--- config.mk ---
export PLATFORM = sky130hd
export DESIGN_NAME = dma_pair_arbiter
export DESIGN_NICKNAME = d
export VERILOG_FILES = /design/src/rtl/dma_pair_pkg.sv /design/src/rtl/dma_pair_ctrl_regs.sv /design/src/rtl/dma_pair_enable.sv /design/src/rtl/dma_pair_router.sv /design/src/rtl/dma_pair_arbiter.sv
export SDC_FILE = /design/constraint.sdc
export NUM_CORES = 1
export LEC_CHECK = 0
export BUFFER_PORTS_ARGS = -buffer_cell sky130_fd_sc_hd__buf_4
export CORE_MARGIN = 5
export CORE_UTILIZATION = 50
export DETAILED_ROUTE_END_ITERATION = 6
export GPL_TIMING_DRIVEN = 0
export PLACE_DENSITY_LB_ADDON = 0.08
export SYNTH_ARGS = -nofsm -noshare
export SYNTH_HDL_FRONTEND = slang
export SYNTH_SLANG_ARGS = --single-unit
--- constraint.sdc ---
create_clock -name clk -period 1.55 [get_ports clk]
set_input_delay 0.2325 -clock clk [delete_from_list [all_inputs] [get_ports clk]]
set_output_delay 0.2325 -clock clk [all_outputs]
set_load 0.01 [all_outputs]
--- src/rtl/dma_pair_pkg.sv ---
package dma_pair_pkg;

  typedef enum logic [1:0] {
    WID_8   = 2'b00,
    WID_16  = 2'b01,
    WID_32  = 2'b10,
    WID_RSV = 2'b11
  } width_e;

  typedef enum logic {
    MODE_DIRECT  = 1'b0,
    MODE_CHAINED = 1'b1
  } mode_e;

  // bit 3 remap, bit 2 mode, bits 1:0 width
  typedef struct packed {
    logic   remap;
    mode_e  mode;
    width_e width;
  } chan_ctrl_t;

  localparam int CTRL_W = $bits(chan_ctrl_t);
  localparam int NCH    = 2;

  // Channel A may run whenever its own width is defined.
  function automatic logic chan_a_ok(chan_ctrl_t a);
    return a.width != WID_RSV;
  endfunction

  // Channel B depends on channel A's setting and its own remap request.
  function automatic logic chan_b_ok(chan_ctrl_t a, chan_ctrl_t b);
    logic a_blocks;
    logic pair_fits;
    a_blocks  = (a.width == WID_32) && (a.mode == MODE_CHAINED);
    pair_fits = (a.mode == MODE_DIRECT) && (b.mode == MODE_DIRECT) &&
                (a.width == b.width);
    return (b.width != WID_RSV) && !a_blocks && (!b.remap || pair_fits);
  endfunction

endpackage

--- src/rtl/dma_pair_ctrl_regs.sv ---
module dma_pair_ctrl_regs
  import dma_pair_pkg::*;
#(
  parameter int ADDR_W = 2
) (
  input  logic                     clk,
  input  logic                     rst_n,
  input  logic                     wr,
  input  logic [ADDR_W-1:0]        addr,
  input  logic [CTRL_W-1:0]        wdata,
  output chan_ctrl_t [NCH-1:0]     ctrl_q,
  output chan_ctrl_t [NCH-1:0]     ctrl_nxt
);

  for (genvar ch = 0; ch < NCH; ch++) begin : g_ch
    logic hit;
    assign hit          = wr && (addr == ADDR_W'(ch));
    assign ctrl_nxt[ch] = hit ? chan_ctrl_t'(wdata) : ctrl_q[ch];

    always_ff @(posedge clk or negedge rst_n) begin
      if (!rst_n) ctrl_q[ch] <= '0;
      else        ctrl_q[ch] <= ctrl_nxt[ch];
    end
  end

endmodule

--- src/rtl/dma_pair_enable.sv ---
module dma_pair_enable
  import dma_pair_pkg::*;
(
  input  logic                 clk,
  input  logic                 rst_n,
  input  logic                 en_wr,
  input  logic [NCH-1:0]       en_wdata,
  input  chan_ctrl_t [NCH-1:0] ctrl_nxt,
  output logic [NCH-1:0]       en_q,
  output logic [NCH-1:0]       en_refused,
  output logic [NCH-1:0]       en_revoked
);

  logic [NCH-1:0] legal;
  logic [NCH-1:0] en_base;
  logic [NCH-1:0] en_d;

  // legality is judged on the values the control registers will hold
  assign legal[0] = chan_a_ok(ctrl_nxt[0]);
  assign legal[1] = chan_b_ok(ctrl_nxt[0], ctrl_nxt[1]);

  assign en_base    = en_wr ? en_wdata : en_q;
  assign en_d       = en_base & legal;
  assign en_refused = en_wr  ? (en_wdata & ~legal) : '0;
  assign en_revoked = !en_wr ? (en_q & ~legal)     : '0;

  always_ff @(posedge clk or negedge rst_n) begin
    if (!rst_n) en_q <= '0;
    else        en_q <= en_d;
  end

endmodule

--- src/rtl/dma_pair_router.sv ---
module dma_pair_router (
  input  logic       en_a,
  input  logic       en_b,
  input  logic       remap_b,
  input  logic [1:0] slot_a_req,
  input  logic       slot_b_req,
  output logic       dma_req_a,
  output logic       dma_req_b
);

  logic src_b;

  assign src_b     = remap_b ? slot_a_req[1] : slot_b_req;
  assign dma_req_a = en_a && slot_a_req[0];
  assign dma_req_b = en_b && src_b;

endmodule

--- src/rtl/dma_pair_arbiter.sv ---
module dma_pair_arbiter
  import dma_pair_pkg::*;
#(
  parameter int ADDR_W = 2,
  parameter int DATA_W = 4
) (
  input  logic              clk,
  input  logic              rst_n,
  input  logic              bus_wr,
  input  logic              bus_rd,
  input  logic [ADDR_W-1:0] bus_addr,
  input  logic [DATA_W-1:0] bus_wdata,
  output logic [DATA_W-1:0] bus_rdata,
  input  logic [1:0]        slot_a_req,
  input  logic              slot_b_req,
  output logic              dma_req_a,
  output logic              dma_req_b
);

  localparam logic [ADDR_W-1:0] OFS_EN = ADDR_W'(NCH);

  chan_ctrl_t [NCH-1:0] ctrl_q;
  chan_ctrl_t [NCH-1:0] ctrl_nxt;
  logic [NCH-1:0]       en_q;
  logic [NCH-1:0]       en_refused;
  logic [NCH-1:0]       en_revoked;
  logic                 en_wr;

  assign en_wr = bus_wr && (bus_addr == OFS_EN);

  dma_pair_ctrl_regs #(.ADDR_W(ADDR_W)) u_regs (
    .clk      (clk),
    .rst_n    (rst_n),
    .wr       (bus_wr),
    .addr     (bus_addr),
    .wdata    (bus_wdata[CTRL_W-1:0]),
    .ctrl_q   (ctrl_q),
    .ctrl_nxt (ctrl_nxt)
  );

  dma_pair_enable u_en (
    .clk        (clk),
    .rst_n      (rst_n),
    .en_wr      (en_wr),
    .en_wdata   (bus_wdata[NCH-1:0]),
    .ctrl_nxt   (ctrl_nxt),
    .en_q       (en_q),
    .en_refused (en_refused),
    .en_revoked (en_revoked)
  );

  dma_pair_router u_route (
    .en_a       (en_q[0]),
    .en_b       (en_q[1]),
    .remap_b    (ctrl_q[1].remap),
    .slot_a_req (slot_a_req),
    .slot_b_req (slot_b_req),
    .dma_req_a  (dma_req_a),
    .dma_req_b  (dma_req_b)
  );

  always_comb begin
    bus_rdata = '0;
    if (bus_rd) begin
      if (bus_addr < OFS_EN)       bus_rdata = DATA_W'(ctrl_q[bus_addr[0]]);
      else if (bus_addr == OFS_EN) bus_rdata = DATA_W'(en_q);
    end
  end

endmodule

==> impl_results.md, run 1 <==
* Drt pass-1 iters at 4
* I/O pin total at 19
* First-pass GRT wire length at ~2.5 mm
* Vias per std cell at ~5.7
* Number of global-route vias before repair at 559
* Post-synth top area cell: dfrtp_1
* Layout Utilization at 0.6961
* Clk Latency, worst-skew pair at about 270 ps
* Final Hold Violating Endpoints at 0
* Synth top area share at 0.3534
* CTS Sinks at 10
* Gr usage total at 0.1593
* Worst slew pin tran at about 410 ps
* Most common cell after layout, fill and taps aside: buf_4
* CP max FO at 6
* Fin crit period at between 1000 and 1500 ps
* RSZ-0062 raised after global routing: yes
* Slew headroom at 0.7293
* CP arrival at 1230 ps
* RePlAce Congestion at 0.8756
* Type of the worst setup path: flop to primary output
* Worst Skew at 4.080 ps
* Status: complete, no violations
* Die area at 2269 um^2
* Dpl cell area at 862.1 um^2
* Top cells by area, synth: dfrtp_1 (35%), mux2i_1 (11%), mux2_2 (8.0%)
* Port Buf Inserts at 18
* Die Ht at 47.64 um
* Post-Syn Nets at between 80 and 90
* Vias at between 600 and 700
* Max-Cap Viols at 0
* Die width at around 48 um
* Critical Path Start Type: flop
* #FFs+latches synth at 10
* CTS H-tree depth at 1
* Final wirelength at 1.521 mm
* Initial Util at 0.5375
* CP Data Required Time at around 1300 ps
* Worst VDD drop at 0.7297 mV
* Initial antenna violation count at 0
* Layout cells sized above 1 at 0.3871
* Slew Limit Fails at 0
* GR Overflow Total at 0
* Synthesis Warnings at 0
* Drt wl/cell at 14.08 um
* Worst hold slack at 219.1 ps
* Hold WC Path Type: primary input to flop
* Clk slew on worst S/H paths at roughly 70 ps
* CTS Buf Count at 3
* Worst path cell trace: mux2i_1, o21ai_0, and2_1, buf_4
* Antenna Nets Post-Route at 0
* Pleak at about 0.42 nW
* Net count, final at around 110
* Final setup viols at 0
* Core area at ~1300 um^2
* Setup TNS at 0 ps
* Final Cycle Share at 0.9422
* Syn avg cell area at slightly above 10 um^2
* CTS Root Cell: clkbuf_4
* CTS tree: built
* Dpl cells at a little over 100
* Hpwl dp at approximately 1.2 mm
* DRC Markers at 0
* Number of diodes at 0
* Cell count after synthesis at 69
* Largest stage delay on the critical path at around 450 ps
* Finished Layout Cells at around 110
* DR iter-0 viols at 17
* Slowest-stage cell, CP: dfrtp_2
* Design area at slightly above 900 um^2
* Area growth, synth to finish at 29.51%
* Max Clock Freq at about 680 MHz
* Register area share after synthesis at 0.3534
* Most frequent cells in the layout: buf_4 (19), dfrtp_1 (9), mux2i_1 (8)
* Pin count of the biggest net entering global routing at 11
* Synth unique cells at 29
* Endpoint type of the worst setup path: primary output
* PwrDens at approximately 940 nW/um^2
* Buffer levels on the longest clock path at 2
* Num rows at 13
* Cell Area, Synth at 708.2 um^2
## area by class of cell
cell class	count	area, um^2
multi-input cells	53	426.7
flip-flops and latches	10	251.5
plain buffers	2	16.27
inverters	4	15.01
repair buffers	20	152.6
clock buffers	4	36.28
well taps	15	18.77
fillers	110	400.4
## report_power, final
| part | leakage [nW] | switching, mW | total, mW | internal (mW) |
|---|---|---|---|---|
| Sequential | 0.121 | 0.0505 | 0.358 | 0.308 |
| Combinational | 0.282 | 0.121 | 0.264 | 0.143 |
| Clock | 0.0210 | 0.0999 | 0.242 | 0.143 |
## kinds of logic after synthesis
kind of cell,synth area share
muxes,0.2120
and+or+nand+nor,0.2261
xor gates and xnor gates,0.03711
AOI/OAI and AO/OA,0.1272
buffers and inverters,0.04416
DFF,0.3534
## repair_timing
item | 4_1_cts | 5_1_grt
hold buffers | 1 | 0
setup endpoints to repair | 0 | 2
gates resized for setup | 0 | 2
buffers inserted | 0 | 1
hold endpoints to repair | 10 | 0
## final timing paths
path	endpoint	depth (start not counted)	slack [ps]	start
setup reg to reg	u_en.en_q[1]$_DFF_PN0_	5	160	u_regs.ctrl_q[4]$_DFF_PN0_
min in group asynchronous	u_regs.ctrl_q[4]$_DFF_PN0_	2	320	rst_n
hold reg to reg	u_regs.ctrl_q[3]$_DFFE_PN0P_	1	510	u_regs.ctrl_q[3]$_DFFE_PN0P_
hold / removal	u_regs.ctrl_q[3]$_DFFE_PN0P_	2	220	bus_wdata[3]
setup / recovery	bus_rdata[1]	4	90	u_regs.ctrl_q[5]$_DFF_PN0_
max in group asynchronous	u_regs.ctrl_q[5]$_DFF_PN0_	2	1070	rst_n
## sequential cells by signal, summed over array words and instances (netlist names)
| register | count |
|---|---|
| u_regs.ctrl_q | 8 |
| u_en.en_q | 2 |
## routing by layer
layer | vias up | track usage | wire length, um
met2 | 20 | 0.2727 | 729
met5 | - | 0 | 0
met3 | 2 | 0.03383 | 134
li1 | 302 | - | -
met4 | 0 | 0.07527 | 14
met1 | 290 | 0.1897 | 643
## critical path: cells and delay by family (launching register included)
kind	cells	cell delay, ps
flops	1	450
simple gates	1	150
mux	1	140
buf+inv	1	130
compound gates	1	80
## cells in the mapped netlist
cell type / instances
buf_6: 1
nand3b_1: 2
and2_1: 3
nand2_1: 4
mux2i_1: 8
inv_1: 4
a311o_1: 1
a21oi_1: 2
nor4_2: 1
nand4b_1: 1
a311oi_1: 1
o221ai_1: 2
xnor2_1: 1
nand4_1: 1
o21ai_0: 4
o311ai_1: 1
xor2_1: 2
nand3_1: 1
mux2_2: 5
nand3b_2: 1
nor4_1: 1
a221oi_2: 1
dfrtp_1: 10
nor2_1: 3
mux2i_2: 1
nand2b_1: 1
nor2b_1: 4
buf_2: 1
nor3b_4: 1
## through the flow
stage | power [mW] | setup slack, ps
finish | 0.8649 | 89.63
global route | 0.9166 | -0.5210
CTS | 0.8565 | 68.21
detailed placement | 0.6157 | 27.01
global placement | 0.6080 | 34.78
floorplan | 0.5206 | 272.6
(Power assumes the default switching activity.)
==> run 2: changes to the inputs <==
CORE_UTILIZATION = 45   (was 50)
CTS_CLUSTER_SIZE = 40   (was default)
clock period = 1.2 ns   (was 1.55 ns; I/O delays follow)
==> run 2 against run 1 <==
The flow now finishes with violations (setup timing). Register-to-register slack got worse by 300 ps. Die area rose by 8.7%. Global-route usage fell by 1.5 points. Wire length rose by 13%. Combinational power rose by 73%. Design area rose by 8.0%. Final cell count rose by 7.4%. Sequential power rose by 22%. Critical endpoint is now bus_rdata[0]. Largest power group is now combinational cells. Highest routed layer unchanged.
==> impl_results.md, run 2 (synthesis results as in run 1) <==
* Status: finished, violations left
* Violated checks: setup timing
* M2 GR Usage at 0.2352 (-0.03756)
* Design area at 991.0 um^2 (+8.0%)
* Switching pwr at 368.4 uW (+36%)
* I/O pin total at 19 (unchanged)
* Clk Latency, worst-skew pair at 270 ps (about the same)
* Number of diodes at 0 (unchanged)
* Area growth, synth to finish at 39.93%
* Clk slew on worst S/H paths at 70 ps (about the same)
* Max-Cap Viols at 0 (unchanged)
* Biggest register: u_regs.ctrl_q
* Core area at 1506 um^2 (+14%)
* Die area at 2467 um^2 (+8.7%)
* Drt wl/cell at 14.76 um (+4.8%)
* Most frequent cells in the layout: buf_4 (25), dfrtp_1 (9), mux2i_1 (8)
* Final wirelength at 1.712 mm (+13%)
* Final Cycle Share at 1.123
* Critical Path Start Type: flop
* CTS Sinks at 10 (unchanged)
* Initial antenna violation count at 0 (unchanged)
* CP Data Required Time at 1020 ps (-300 ps)
* Layout cells sized above 1 at 0.4400 (+0.05290)
* GR Overflow Total at 0 (unchanged)
* Final Hold Violating Endpoints at 0 (unchanged)
* Clock power share at 0.255 (-0.025)
* Bufs and invs on worst path at 1 (unchanged)
* Antenna Nets Post-Route at 0 (unchanged)
* Setup TNS at -470.4 ps (-470.4 ps)
* Sw Share at 0.3073 (-0.006648)
* DRC Markers at 0 (unchanged)
* CTS tree: built
* Hpwl dp at 1.207 mm (+3.2%)
* CP arrival at 1170 ps (-60 ps)
* Worst path cell trace: mux2i_1, o21ai_1, and2_1, buf_6
* Slew Limit Fails at 0 (unchanged)
* Hold WC Path Type: primary input to flop
* Fin crit period at between 1000 and 1500 ps
* Worst VDD drop at 0.9982 mV (+37%)
* Final setup viols at 5 (+5)
* Met1 usage at 0.1657 (-0.02396)
* RePlAce Congestion at 0.8674 (-0.94%)
* Largest registers: u_regs.ctrl_q (8), u_en.en_q (2)
* Worst setup margin at -147.6 ps (-237.2 ps)
* Internal power at 830.4 uW (+40%)
* Buffer levels on the longest clock path at 2 (unchanged)
* Pin count of the biggest net entering global routing at 11 (unchanged)
* Max reg flops at 8 (unchanged)
* DR iter-0 viols at 16 (-1)
* Number of global-route vias before repair at 644 (+15%)
* Num rows at 14 (+1)
* Vias per std cell at 5.681 (about the same)
* Net count, final at 114 (+6.5%)
* Endpoint type of the worst setup path: primary output
* Slew headroom at 0.7096 (-0.01975)
* Drt pass-1 iters at 4 (unchanged)
* First-pass GRT wire length at 2.732 mm (+10%)
* CTS Root Cell: clkbuf_4
* CP max FO at 2 (-4)
* Dpl cell area at 867.1 um^2 (+0.58%)
* Slowest-stage cell, CP: dfrtp_1
* Most common cell after layout, fill and taps aside: buf_4
* RSZ-0062 raised after global routing: yes
* Critical path's top delay family: flip-flops
* R2R setup slack at -140 ps (-300 ps)
* Port Buf Inserts at 18 (unchanged)
* Gr usage total at 0.1445 (-0.01478)
* CTS H-tree depth at 1 (unchanged)
* Max Clock Freq at roughly 740 MHz
* Worst Skew at 9.994 ps (+5.914 ps)
* Reg power frac at 0.364 (-0.050)
* Worst hold slack at 164.5 ps (-54.55 ps)
* PwrDens at 1210 nW/um^2 (+28%)
* Vias at 659 (+7.3%)
* Largest stage delay on the critical path at 380 ps (-70 ps)
* Die Ht at 49.67 um (+4.3%)
* Most Crowded Layer GR: met2
* Initial Util at 0.4701 (-0.06741)
* Pleak at 0.4640 nW (+9.4%)
* Die width at 49.67 um (+4.3%)
* Comb power frac at 0.380 (+0.074)
* Met3 Usage GRT at 0.04518 (+0.01135)
* Type of the worst setup path: flop to primary output
* CTS Buf Count at 3 (unchanged)
* Worst slew pin tran at 435.1 ps (+29.59 ps)
-- run 2: final cells by class --
type	instances	area, um^2
plain buffers	2	18.77
clock buffers	4	36.28
fillers	125	515.5
inverters	4	15.01
multi-input cells	53	436.7
flip-flops and latches	10	251.5
well taps	16	20.02
repair buffers	27	212.7
-- run 2: stage by stage --
step                      std cells  worst slack, ps    util  total power [mW]
final                           116           -147.6  0.6578             1.199
after detailed placement        103           -231.9  0.5756            0.7999
after floorplan                  69            26.60       -            0.6764
after global placement          103           -230.5  0.5756            0.7916
after global routing            116           -269.0  0.6578             1.273
after CTS                       114           -165.5  0.6420             1.175
-- run 2: final timing paths --
kind | from | to | cells past startpoint
hold / removal | bus_wdata[3] | u_regs.ctrl_q[3]$_DFFE_PN0P_ | 2
max in group asynchronous | rst_n | u_regs.ctrl_q[5]$_DFF_PN0_ | 2
min in group asynchronous | rst_n | u_regs.ctrl_q[2]$_DFF_PN0_ | 2
hold reg to reg | u_regs.ctrl_q[3]$_DFFE_PN0P_ | u_regs.ctrl_q[3]$_DFFE_PN0P_ | 1
setup reg to reg | u_regs.ctrl_q[4]$_DFF_PN0_ | u_en.en_q[1]$_DFF_PN0_ | 5
setup / recovery | u_regs.ctrl_q[4]$_DFF_PN0_ | bus_rdata[0] | 4
-- run 2: power groups by stage --
stage / sequential, mW / clock (mW) / combinational (mW)
after detailed placement: 0.470 / 0 / 0.330
after CTS: 0.438 / 0.312 / 0.425
after global routing: 0.444 / 0.331 / 0.499
after global placement: 0.470 / 0 / 0.322
after floorplan: 0.452 / 0 / 0.224
final: 0.437 / 0.306 / 0.456
-- run 2: what timing repair did --
item,CTS,global route
hold endpoints to repair,10,0
resized for setup,5,3
pin swaps,7,2
setup endpoints to repair,6,7
hold buffers,1,0
gates cloned,0,0
buffers inserted,6,2
-- run 2: per-layer routing --
layer / vias up / wire [um]
met4: 0 / 24
li1: 317 / -
met5: - / 0
met2: 23 / 865
met1: 315 / 705
met3: 4 / 117
==> run 3: changes to the inputs <==
CORE_UTILIZATION = 40   (was 45)
clock period = 1.08 ns   (was 1.2 ns; I/O delays follow)
==> run 3 against run 2 <==
The flow still finishes with violations (setup timing). Utilization down 4.5 points. Highest routed layer unchanged. First-iteration DRC count up 25%. Combinational power up 15%. Worst hold slack worse by 22 ps. Largest cell class unchanged. Clock power up 11%. Design area up 5.6%. Sequential power up 11%. Register-to-register slack worse by 30 ps.
==> impl_results.md, run 3 (synthesis results as in run 1) <==
* RePlAce Congestion at 0.7578 (-13%)
* Finished Layout Cells at 125 (+7.8%)
* Worst slew pin tran at 354.8 ps (-80.32 ps)
* Bufs and invs on worst path at 1 (unchanged)
* Register Area at 250.2 um^2 (-0.50%)
* Core area at 1708 um^2 (+13%)
* Fin crit period at approximately 1300 ps
* Gr usage total at 0.1390 (-0.005552)
* Worst VDD drop at 0.9850 mV (-1.3%)
* Port Buf Inserts at 18 (unchanged)
* Worst path cell trace: mux2i_1, o21ai_1, and2_1, buf_6
* Multi-input logic area at 445.4 um^2 (+2.0%)
* Number of global-route vias before repair at 604 (-6.2%)
* Slew Limit Fails at 0 (unchanged)
* Sw Share at 0.3044 (-0.002907)
* PwrDens at 1293 nW/um^2 (+6.9%)
* Pleak at 0.4802 nW (+3.5%)
* Vias at 630 (-4.4%)
* Clk Latency, worst-skew pair at 270 ps (about the same)
* Max-Cap Viols at 0 (unchanged)
* Initial antenna violation count at 0 (unchanged)
* Initial Util at 0.4147 (-0.05545)
* Net count, final at 114 (unchanged)
* GR Overflow Total at 0 (unchanged)
* Vias per std cell at 5.040 (-11%)
* Antenna Nets Post-Route at 0 (unchanged)
* DR iter-0 viols at 20 (+4)
* Endpoint type of the worst setup path: primary output
* Fillers at 148 (+18%)
* Die Ht at 52.08 um (+4.8%)
* Worst setup margin at -244.8 ps (-97.18 ps)
* Critical Path Start Type: flop
* CTS Buf Count at 3 (unchanged)
* Buffer levels on the longest clock path at 2 (unchanged)
* Layout cells sized above 1 at 0.4600 (+0.02000)
* Num rows at 15 (+1)
* Clk slew on worst S/H paths at 70 ps (about the same)
* CTS H-tree depth at 1 (unchanged)
* Final setup viols at 6 (+1)
* Type of the worst setup path: flop to primary output
* Max Clock Freq at between 700 and 800 MHz
* Worst Skew at 3.451 ps (-6.543 ps)
* Die area at 2712 um^2 (+9.9%)
* CTS tree: built
* CTS Sinks at 10 (unchanged)
* Final Hold Violating Endpoints at 0 (unchanged)
* Max reg flops at 8 (unchanged)
* Drt wl/cell at 13.35 um (-9.5%)
* Biggest register: u_regs.ctrl_q
* Total power at 1.353 mW (+13%)
* I/O pin total at 19 (unchanged)
* Hold WC Path Type: primary input to flop
* Hpwl dp at 1.243 mm (+3.0%)
* CP arrival at 1160 ps (about the same)
* Setup TNS at -985.5 ps (-515.1 ps)
* Slew headroom at 0.7630 (+0.05337)
* Pin count of the biggest net entering global routing at 11 (unchanged)
* Die width at 52.08 um (+4.8%)
* Switching pwr at 411.8 uW (+12%)
* Most common cell after layout, fill and taps aside: buf_4
* CP max FO at 2 (unchanged)
* Status: finished, violations left
* CTS Root Cell: clkbuf_4
* Number of diodes at 0 (unchanged)
* Slowest-stage cell, CP: dfrtp_1
* Largest registers: u_regs.ctrl_q (8), u_en.en_q (2)
* Area growth, synth to finish at 47.70%
* Final Cycle Share at 1.227
* RSZ-0062 raised after global routing: yes
* Comb power frac at 0.389 (+0.009)
* DRC Markers at 0 (unchanged)
* Clock power share at 0.251 (-0.004)
* Largest stage delay on the critical path at 390 ps (about the same)
* Internal power at 940.9 uW (+13%)
* Dpl cells at 112 (+8.7%)
* CP Data Required Time at 920 ps (-100 ps)
* First-pass GRT wire length at 2.787 mm (+2.0%)
* Violated checks: setup timing
* Final wirelength at 1.669 mm (-2.5%)
* Critical path's top delay family: flip-flops
* Most frequent cells in the layout: buf_4 (20), dfrtp_1 (10), mux2i_1 (8)
* Reg power frac at 0.360 (-0.004)
* Drt pass-1 iters at 4 (unchanged)
run 3: timing repair:
item / CTS / global route
setup buffers: 7 / 1
hold endpoints to repair: 10 / 0
pin swaps: 7 / 6
resized for setup: 8 / 2
setup endpoints to repair: 11 / 8
hold buffers: 1 / 0
run 3: worst paths after layout:
check	start	end	slack, ps	depth (start not counted)
min	bus_wdata[3]	u_regs.ctrl_q[3]$_DFFE_PN0P_	140	2
min reg2reg	u_regs.ctrl_q[3]$_DFFE_PN0P_	u_regs.ctrl_q[3]$_DFFE_PN0P_	510	1
max in group asynchronous	rst_n	u_regs.ctrl_q[4]$_DFF_PN0_	680	2
max reg2reg	u_regs.ctrl_q[4]$_DFF_PN0_	u_en.en_q[1]$_DFF_PN0_	-170	5
max	u_regs.ctrl_q[5]$_DFF_PN0_	bus_rdata[1]	-240	4
min in group asynchronous	rst_n	u_regs.ctrl_q[5]$_DFF_PN0_	250	2
run 3: final cells by class:
type,instances,share of cell area
Buffer,2,0.02990
Sequential cell,10,0.2392
Inverter,4,0.01435
Timing Repair Buffer,27,0.2261
Tap cell,25,0.02990
Multi-Input combinational cell,53,0.4258
Clock buffer,4,0.03469
run 3: power by group through the flow:
stage | Sequential (mW) | Clock [mW] | Combinational (mW)
CTS | 0.485 | 0.349 | 0.509
global placement | 0.518 | 0 | 0.377
finish | 0.487 | 0.340 | 0.526
floorplan | 0.502 | 0 | 0.262
detailed placement | 0.522 | 0 | 0.383
global route | 0.495 | 0.360 | 0.579
run 3: per-stage QoR:
stage	utilization	hold WS (ps)	setup slack, ps	area, um^2
2_1_floorplan	-	-133.6	-47.04	733.2
5_1_grt	0.6125	144.0	-345.0	1046
3_5_place_dp	0.5267	-0.9795	-350.0	899.6
6_report	0.6125	142.7	-244.8	1046
3_3_place_gp	0.5267	-2.876	-336.8	899.6
4_1_cts	0.6044	140.1	-250.1	1032
run 3: layer usage:
layer / vias up / track usage / part of all wire
met5: - / 0 / 0
met4: 0 / 0.05240 / 0.014
met3: 2 / 0.02865 / 0.098
met2: 25 / 0.2092 / 0.42
met1: 283 / 0.1933 / 0.46
li1: 320 / - / -
